`src/rtl/cq_regif_pkg.sv`:
```
package cq_regif_pkg;

  localparam int ADDR_W  = 12;
  localparam int DATA_W  = 32;
  localparam int PTR_W   = 18;
  localparam int WORD_AW = ADDR_W - 2;

  localparam logic [DATA_W-1:0] ARM_KEY   = 32'hEE88_2266;
  localparam logic [DATA_W-1:0] STS_RESET = 32'hF800_0000;

  typedef enum logic [2:0] {
    K_NONE,
    K_PLAIN,
    K_LIMIT,
    K_PROD,
    K_CONS,
    K_ENA,
    K_STS
  } kind_e;

  typedef struct packed {
    logic [WORD_AW-1:0] limit_i;
    logic [WORD_AW-1:0] prod_i;
    logic [WORD_AW-1:0] cons_i;
    logic [WORD_AW-1:0] ena_i;
    logic [WORD_AW-1:0] sts_i;
    logic [DATA_W-1:0]  ena_mask;
    logic [DATA_W-1:0]  done_mask;
  } map_t;

  function automatic map_t map_of(input int sel);
    map_t m;
    if (sel == 0) begin
      m.limit_i   = WORD_AW'(5);
      m.prod_i    = WORD_AW'(6);
      m.cons_i    = WORD_AW'(7);
      m.ena_i     = WORD_AW'(8);
      m.sts_i     = WORD_AW'(9);
      m.ena_mask  = 32'hBFEF_F07F;
      m.done_mask = 32'h0000_0030;
    end else begin
      m.limit_i   = WORD_AW'(6);
      m.prod_i    = WORD_AW'(7);
      m.cons_i    = WORD_AW'(8);
      m.ena_i     = WORD_AW'(14);
      m.sts_i     = WORD_AW'(15);
      m.ena_mask  = 32'h0170_03FF;
      m.done_mask = 32'h0003_0000;
    end
    return m;
  endfunction

endpackage

```
`src/rtl/cq_rst_sync.sv`:
```
module cq_rst_sync (
  input  logic clk,
  input  logic rst_n,
  output logic rst_sync_n
);

  logic stage_q;

  always_ff @(posedge clk or negedge rst_n) begin
    if (!rst_n) begin
      stage_q    <= 1'b0;
      rst_sync_n <= 1'b0;
    end else begin
      stage_q    <= 1'b1;
      rst_sync_n <= stage_q;
    end
  end

endmodule

```
`src/rtl/cq_addr_decode.sv`:
```
module cq_addr_decode
  import cq_regif_pkg::*;
#(
  parameter int MAP_SEL   = 0,
  parameter int NUM_WORDS = 32
) (
  input  logic [ADDR_W-1:0]            addr,
  output logic                         in_range,
  output logic [$clog2(NUM_WORDS)-1:0] idx,
  output kind_e                        kind
);

  localparam int   IDX_W = $clog2(NUM_WORDS);
  localparam map_t MAP   = map_of(MAP_SEL);

  logic [WORD_AW-1:0] word;
  logic [1:0]         unused_lsb;

  assign word       = addr[ADDR_W-1:2];
  assign unused_lsb = addr[1:0];
  assign in_range   = (word < WORD_AW'(NUM_WORDS));
  assign idx        = word[IDX_W-1:0];

  always_comb begin
    if (!in_range)                kind = K_NONE;
    else if (word == MAP.limit_i) kind = K_LIMIT;
    else if (word == MAP.prod_i)  kind = K_PROD;
    else if (word == MAP.cons_i)  kind = K_CONS;
    else if (word == MAP.ena_i)   kind = K_ENA;
    else if (word == MAP.sts_i)   kind = K_STS;
    else                          kind = K_PLAIN;
  end

endmodule

```
`src/rtl/cq_word_store.sv`:
```
module cq_word_store
  import cq_regif_pkg::*;
#(
  parameter int MAP_SEL   = 0,
  parameter int NUM_WORDS = 32
) (
  input  logic                                clk,
  input  logic                                rst_n,
  input  logic                                a_en,
  input  logic [$clog2(NUM_WORDS)-1:0]        a_idx,
  input  logic [DATA_W-1:0]                   a_data,
  input  logic                                b_en,
  input  logic [$clog2(NUM_WORDS)-1:0]        b_idx,
  input  logic [DATA_W-1:0]                   b_data,
  output logic [NUM_WORDS-1:0][DATA_W-1:0]    words
);

  localparam int   IDX_W = $clog2(NUM_WORDS);
  localparam map_t MAP   = map_of(MAP_SEL);

  for (genvar i = 0; i < NUM_WORDS; i++) begin : g_word
    if (i == int'(MAP.ena_i) || i == int'(MAP.sts_i)) begin : g_hole
      // enable and status live in the event controller
      assign words[i] = '0;
    end else begin : g_reg
      logic              hit_a;
      logic              hit_b;
      logic              word_en;
      logic [DATA_W-1:0] word_d;
      logic [DATA_W-1:0] word_q;

      assign hit_a   = a_en && (a_idx == IDX_W'(i));
      assign hit_b   = b_en && (b_idx == IDX_W'(i));
      assign word_en = hit_a || hit_b;

      always_comb begin
        word_d = word_q;
        if (hit_b)      word_d = b_data;
        else if (hit_a) word_d = a_data;
      end

      always_ff @(posedge clk or negedge rst_n) begin
        if (!rst_n)       word_q <= '0;
        else if (word_en) word_q <= word_d;
      end

      assign words[i] = word_q;
    end
  end

endmodule

```
`src/rtl/cq_event_ctrl.sv`:
```
module cq_event_ctrl
  import cq_regif_pkg::*;
#(
  parameter int MAP_SEL = 0
) (
  input  logic              clk,
  input  logic              rst_n,
  input  logic              wr_acc,
  input  kind_e             kind,
  input  logic [DATA_W-1:0] wdata,
  output logic [DATA_W-1:0] ena_q,
  output logic [DATA_W-1:0] sts_q,
  output logic              irq_q
);

  localparam map_t MAP = map_of(MAP_SEL);

  logic              armed_q;
  logic              armed_d;
  logic [DATA_W-1:0] ena_d;
  logic [DATA_W-1:0] sts_d;
  logic              irq_d;

  always_comb begin
    ena_d   = ena_q;
    sts_d   = sts_q;
    irq_d   = irq_q;
    armed_d = armed_q;
    unique case (kind)
      K_ENA: ena_d = wdata & MAP.ena_mask;
      K_CONS: begin
        if (wdata == ARM_KEY) armed_d = 1'b1;
      end
      K_PROD: begin
        if (armed_q) begin
          armed_d = 1'b0;
        end else begin
          sts_d = sts_q | MAP.done_mask;
          if ((ena_q & MAP.done_mask) != '0) irq_d = 1'b1;
        end
      end
      K_STS: begin
        if ((wdata & MAP.done_mask) != '0) begin
          sts_d = sts_q & ~MAP.done_mask;
          irq_d = 1'b0;
        end
      end
      default: ;
    endcase
  end

  always_ff @(posedge clk or negedge rst_n) begin
    if (!rst_n) begin
      ena_q   <= '0;
      sts_q   <= STS_RESET;
      irq_q   <= 1'b0;
      armed_q <= 1'b0;
    end else if (wr_acc) begin
      ena_q   <= ena_d;
      sts_q   <= sts_d;
      irq_q   <= irq_d;
      armed_q <= armed_d;
    end
  end

endmodule

```
`src/rtl/cq_regif.sv`:
```
module cq_regif
  import cq_regif_pkg::*;
#(
  parameter int MAP_SEL   = 0,
  parameter int NUM_WORDS = 32
) (
  input  logic              clk,
  input  logic              rst_n,
  input  logic              bus_valid,
  input  logic              bus_write,
  input  logic [ADDR_W-1:0] bus_addr,
  input  logic [DATA_W-1:0] bus_wdata,
  output logic [DATA_W-1:0] bus_rdata,
  output logic              irq
);

  localparam int   IDX_W = $clog2(NUM_WORDS);
  localparam map_t MAP   = map_of(MAP_SEL);

  logic                             rst_sync_n;
  logic                             in_range;
  logic [IDX_W-1:0]                 idx;
  kind_e                            kind;
  logic                             wr_acc;
  logic                             a_en;
  logic                             b_en;
  logic [DATA_W-1:0]                ptr_val;
  logic [DATA_W-1:0]                a_data;
  logic [NUM_WORDS-1:0][DATA_W-1:0] words;
  logic [DATA_W-1:0]                ena_q;
  logic [DATA_W-1:0]                sts_q;
  logic [DATA_W-1:0]                sel_word;
  logic                             rd_en;
  logic [DATA_W-1:0]                rdata_d;
  logic [DATA_W-1:0]                rdata_q;
  logic [DATA_W-1:0]                prod_word;
  logic [DATA_W-1:0]                cons_word;

  cq_rst_sync u_rst (
    .clk        (clk),
    .rst_n      (rst_n),
    .rst_sync_n (rst_sync_n)
  );

  cq_addr_decode #(.MAP_SEL(MAP_SEL), .NUM_WORDS(NUM_WORDS)) u_dec (
    .addr     (bus_addr),
    .in_range (in_range),
    .idx      (idx),
    .kind     (kind)
  );

  assign wr_acc  = bus_valid && bus_write && in_range;
  assign ptr_val = {{(DATA_W-PTR_W){1'b0}}, bus_wdata[PTR_W-1:0]};
  assign a_en    = wr_acc && (kind == K_PLAIN || kind == K_LIMIT || kind == K_PROD);
  assign a_data  = (kind == K_PLAIN) ? bus_wdata : ptr_val;
  assign b_en    = wr_acc && (kind == K_PROD);

  cq_word_store #(.MAP_SEL(MAP_SEL), .NUM_WORDS(NUM_WORDS)) u_store (
    .clk    (clk),
    .rst_n  (rst_sync_n),
    .a_en   (a_en),
    .a_idx  (idx),
    .a_data (a_data),
    .b_en   (b_en),
    .b_idx  (MAP.cons_i[IDX_W-1:0]),
    .b_data (ptr_val),
    .words  (words)
  );

  cq_event_ctrl #(.MAP_SEL(MAP_SEL)) u_evt (
    .clk    (clk),
    .rst_n  (rst_sync_n),
    .wr_acc (wr_acc),
    .kind   (kind),
    .wdata  (bus_wdata),
    .ena_q  (ena_q),
    .sts_q  (sts_q),
    .irq_q  (irq)
  );

  assign prod_word = words[MAP.prod_i[IDX_W-1:0]];
  assign cons_word = words[MAP.cons_i[IDX_W-1:0]];

  always_comb begin
    unique case (kind)
      K_ENA:   sel_word = ena_q;
      K_STS:   sel_word = sts_q;
      K_NONE:  sel_word = '0;
      default: sel_word = words[idx];
    endcase
  end

  assign rd_en   = bus_valid && !bus_write;
  assign rdata_d = sel_word;

  always_ff @(posedge clk or negedge rst_sync_n) begin
    if (!rst_sync_n)  rdata_q <= '0;
    else if (rd_en)   rdata_q <= rdata_d;
  end

  assign bus_rdata = rdata_q;

endmodule

```
`config.mk`:
```
export PLATFORM = sky130hd
export DESIGN_NAME = cq_regif
export DESIGN_NICKNAME = d
export VERILOG_FILES = /design/src/rtl/cq_regif_pkg.sv /design/src/rtl/cq_rst_sync.sv /design/src/rtl/cq_addr_decode.sv /design/src/rtl/cq_word_store.sv /design/src/rtl/cq_event_ctrl.sv /design/src/rtl/cq_regif.sv
export SDC_FILE = /design/constraint.sdc
export NUM_CORES = 2
export LEC_CHECK = 0
export BUFFER_PORTS_ARGS = -buffer_cell sky130_fd_sc_hd__clkbuf_2
export CAP_MARGIN = 20
export CORE_ASPECT_RATIO = 1.4
export CORE_UTILIZATION = 45
export DETAILED_ROUTE_END_ITERATION = 10
export MAX_ROUTING_LAYER = met4
export PLACE_DENSITY = 0.65
export SLEW_MARGIN = 20
export SYNTH_ARGS = -nofsm -noshare
export SYNTH_HDL_FRONTEND = slang
export SYNTH_SLANG_ARGS = --single-unit
```
`constraint.sdc`:
```
create_clock -name clk -period 37.5 [get_ports clk]
set_input_delay 11.25 -clock clk [delete_from_list [all_inputs] [get_ports clk]]
set_output_delay 11.25 -clock clk [all_outputs]
set_load 0.03 [all_outputs]
```
==> run summary <==
vias per cell = 5.96
H-tree Lvls = 3
dominant synthesized flop cell = dfrtp_1
endpoints failing hold = 0
sequential area share after synthesis = 56.4%
WL final = 129 mm
# clock sinks = 1022
FF-to-FF setup slack = 33.48 ns
commonest non-fill, non-tap cell in the layout = dfrtp_1
worst hold stages = 0
vias = 28900
Cell Area, Synth = 45400 um^2
antenna violations before repair = 6
Setup-failing EPs final = 0
DP Worst Slack = 21.67 ns
Final period util = 40.5%
Reg2Reg Depth = 5
synth unique cells = 65
largest net degree at the start of global routing = 186
Final Wtd Congestion = 0.806
site row count = 137
Avg WL per Cell = 26.6 um
Slew Limit Fails = 0
final setup margin = 22.32 ns
# DRC = 0
Hold Crit Class = reg2reg
Post-CTS Hold Fix Bufs = 0
antenna-violating nets left = 0
register bit total from synthesis = 1022
R2R Path Start = u_rst.rst_sync_n$_DFF_PN0_
Worst Tran Pin Value = 1.13 ns
min cycle time layout = 15.18 ns
Ys Warns = 0
initial core utilization = 45.5%
synthesized area per cell = 12.9 um^2
Clock Skew = 0.0258 ns
Final nets = 3490
global-route wire length before repair = 196 mm
number of enable flip-flop cells after synthesis = 0
Crit Reg-Reg Endpoint = u_store.g_word[26].g_reg.word_q[17]$_DFFE_PN0P_
number of DRC markers in iteration 0 = 2414
RSZ-0062 raised after global routing = false
Core ar. = 99800 um^2
FILL cells = 8696
max_cap viols = 0
crit start category = primary input
CTS tree = built
Final Util = 50.3%
Leak Pwr = 23.7 nW
Net Count, Synth = 3559
kind of critical path = in2reg
commonest cells after routing, fill and taps aside = 1021 x dfrtp_1, 564 x mux2_2, 557 x nand2_1
DIE AREA = 102000 um^2
CTS Buf Count = 102
Worst-path clk slew = 0.06 ns
drt pass-1 iters = 5
CTS Buffer Depth = 3
total gr overflow = 0
status = complete, no violations
DP HPWL = 73.8 mm
Max Clk Rate = 0.0659 GHz
Hold EP = u_rst.rst_sync_n$_DFF_PN0_
async set-or-reset flop fraction in the synthesized netlist = 100%
pwr dens = 45.3 nW/um^2
Cells after Synth = 3511
vias in the first global route = 29700
Hold WS = 0.353 ns
Overall Power = 2.27 mW
Setup Total Neg Slack = 0 ns
Critical Path Fanout Max = 67
postcts setup bufs = 0
I/O Buffers = 78
CP arrival = 15.72 ns
CP required = 38.04 ns
area added between synthesis and finish = 10.7%
CTS root buf = clkbuf_16
Worst setup EP type = flip-flop
post_cts resized = 0
Die W = 270 um
Skew-Pair Late Insertion Delay = 0.68 ns
max_slew headroom = 24.5%
Worst VDD drop = 0.0339 mV
Top Ports = 81
layout cells sized above 1 = 31.9%
worst hold path startpoint = u_rst.stage_q$_DFF_PN0_
total global-route track usage = 26.6%
die height = 378 um
==> power breakdown <==
part	internal (mW)	leakage [nW]	switching (mW)
clock	0.620	1.72	0.439
sequential	1.11	14.3	0.00422
combinational	0.0260	7.75	0.0753
==> kinds of logic (layout without fill, tap and decap cells) <==
| group | after synthesis | after routing | synth area share [%] |
|---|---|---|---|
| compound gates | 594 | 594 | 7.57 |
| buf+inv | 318 | 331 | 3.00 |
| flops | 1022 | 1022 | 56.4 |
| mux | 845 | 845 | 25.6 |
| other cells | 1 | 4 | 0.00827 |
| simple gates | 731 | 731 | 7.39 |
==> registers in the layout (all words and copies together) (netlist names) <==
name,flops
u_rst.stage_q,1
u_evt.armed_q,1
u_store.g_word.g_reg.word_q,960
bus_rdata,32
u_evt.irq_q,1
u_evt.ena_q,25
u_rst.rst_sync_n,1
u_evt.sts_q,1
==> final cells by class <==
class | instances | area, um^2 | area share (%)
Sequential cell | 1022 | 25600 | 50.9
Multi-Input combinational cell | 2171 | 18500 | 36.9
Clock inverter | 36 | 415 | 0.827
Timing Repair Buffer | 142 | 965 | 1.92
Clock buffer | 150 | 3070 | 6.11
Antenna cell | 3 | 7.51 | 0.0150
Tap cell | 1320 | 1650 | 3.29
Inverter | 3 | 11.3 | 0.0224
==> cells in the mapped netlist (5+ instances only) <==
library cell | n | share of area [%]
a22o_1 | 5 | 0.097
a221oi_1 | 17 | 0.33
o221ai_1 | 19 | 0.37
nor2_1 | 22 | 0.18
buf_2 | 53 | 0.58
buf_1 | 24 | 0.20
and3_1 | 15 | 0.21
nand2_1 | 557 | 4.6
o21ai_0 | 399 | 4.4
nor2b_1 | 7 | 0.097
nand2_2 | 12 | 0.17
mux4_2 | 197 | 9.8
a211oi_1 | 23 | 0.38
and2_1 | 48 | 0.66
clkbuf_1 | 215 | 1.8
nand3_4 | 6 | 0.23
mux2_2 | 564 | 14
a221o_1 | 13 | 0.29
buf_4 | 19 | 0.31
o31ai_1 | 6 | 0.099
o22ai_1 | 19 | 0.26
nand3_1 | 13 | 0.14
dfrtp_1 | 1022 | 56
a21o_1 | 5 | 0.083
a31oi_1 | 8 | 0.11
a21oi_1 | 42 | 0.46
a22oi_1 | 14 | 0.23
mux2i_1 | 82 | 1.8
==> per-stage QoR <==
step | cell area, um^2 | instances
after CTS | 50200 | 4843
after global routing | 50200 | 4847
final | 50200 | 4847
after floorplan | 45400 | 3511
after global placement | 46600 | 4656
after detailed placement | 46700 | 4657
==> critical path: stages <==
cell	delay (ns)
buf_8	0.51
buf_4	0.73
buf_4	0.78
nor3b_1	0.61
nand3_2	0.64
buf_4	0.56
mux2_2	0.34
==> metal layers <==
| metal | global-route usage (%) | wire, um |
|---|---|---|
| met1 | 34.7 | 53900 |
| met3 | 3.90 | 8140 |
| met5 | - | 0 |
| met2 | 43.0 | 63000 |
| met4 | 8.54 | 3850 |
==> how the worst max path moves through the flow <==
| stage | startpoint | to | depth (start not counted) |
|---|---|---|---|
| final | bus_addr[2] | u_store.g_word[3].g_reg.word_q[17]$_DFFE_PN0P_ | 7 |
| after global routing | bus_addr[2] | u_store.g_word[1].g_reg.word_q[7]$_DFFE_PN0P_ | 7 |
| after CTS | bus_addr[2] | u_store.g_word[3].g_reg.word_q[5]$_DFFE_PN0P_ | 7 |
| after detailed placement | bus_addr[2] | u_store.g_word[3].g_reg.word_q[14]$_DFFE_PN0P_ | 7 |
| after global placement | bus_addr[2] | u_store.g_word[3].g_reg.word_q[6]$_DFFE_PN0P_ | 7 |
| after floorplan | u_rst.rst_sync_n$_DFF_PN0_ | bus_rdata[0]$_DFFE_PN0P_ | 0 |
No activity file was read; power rests on OpenSTA's default activity.
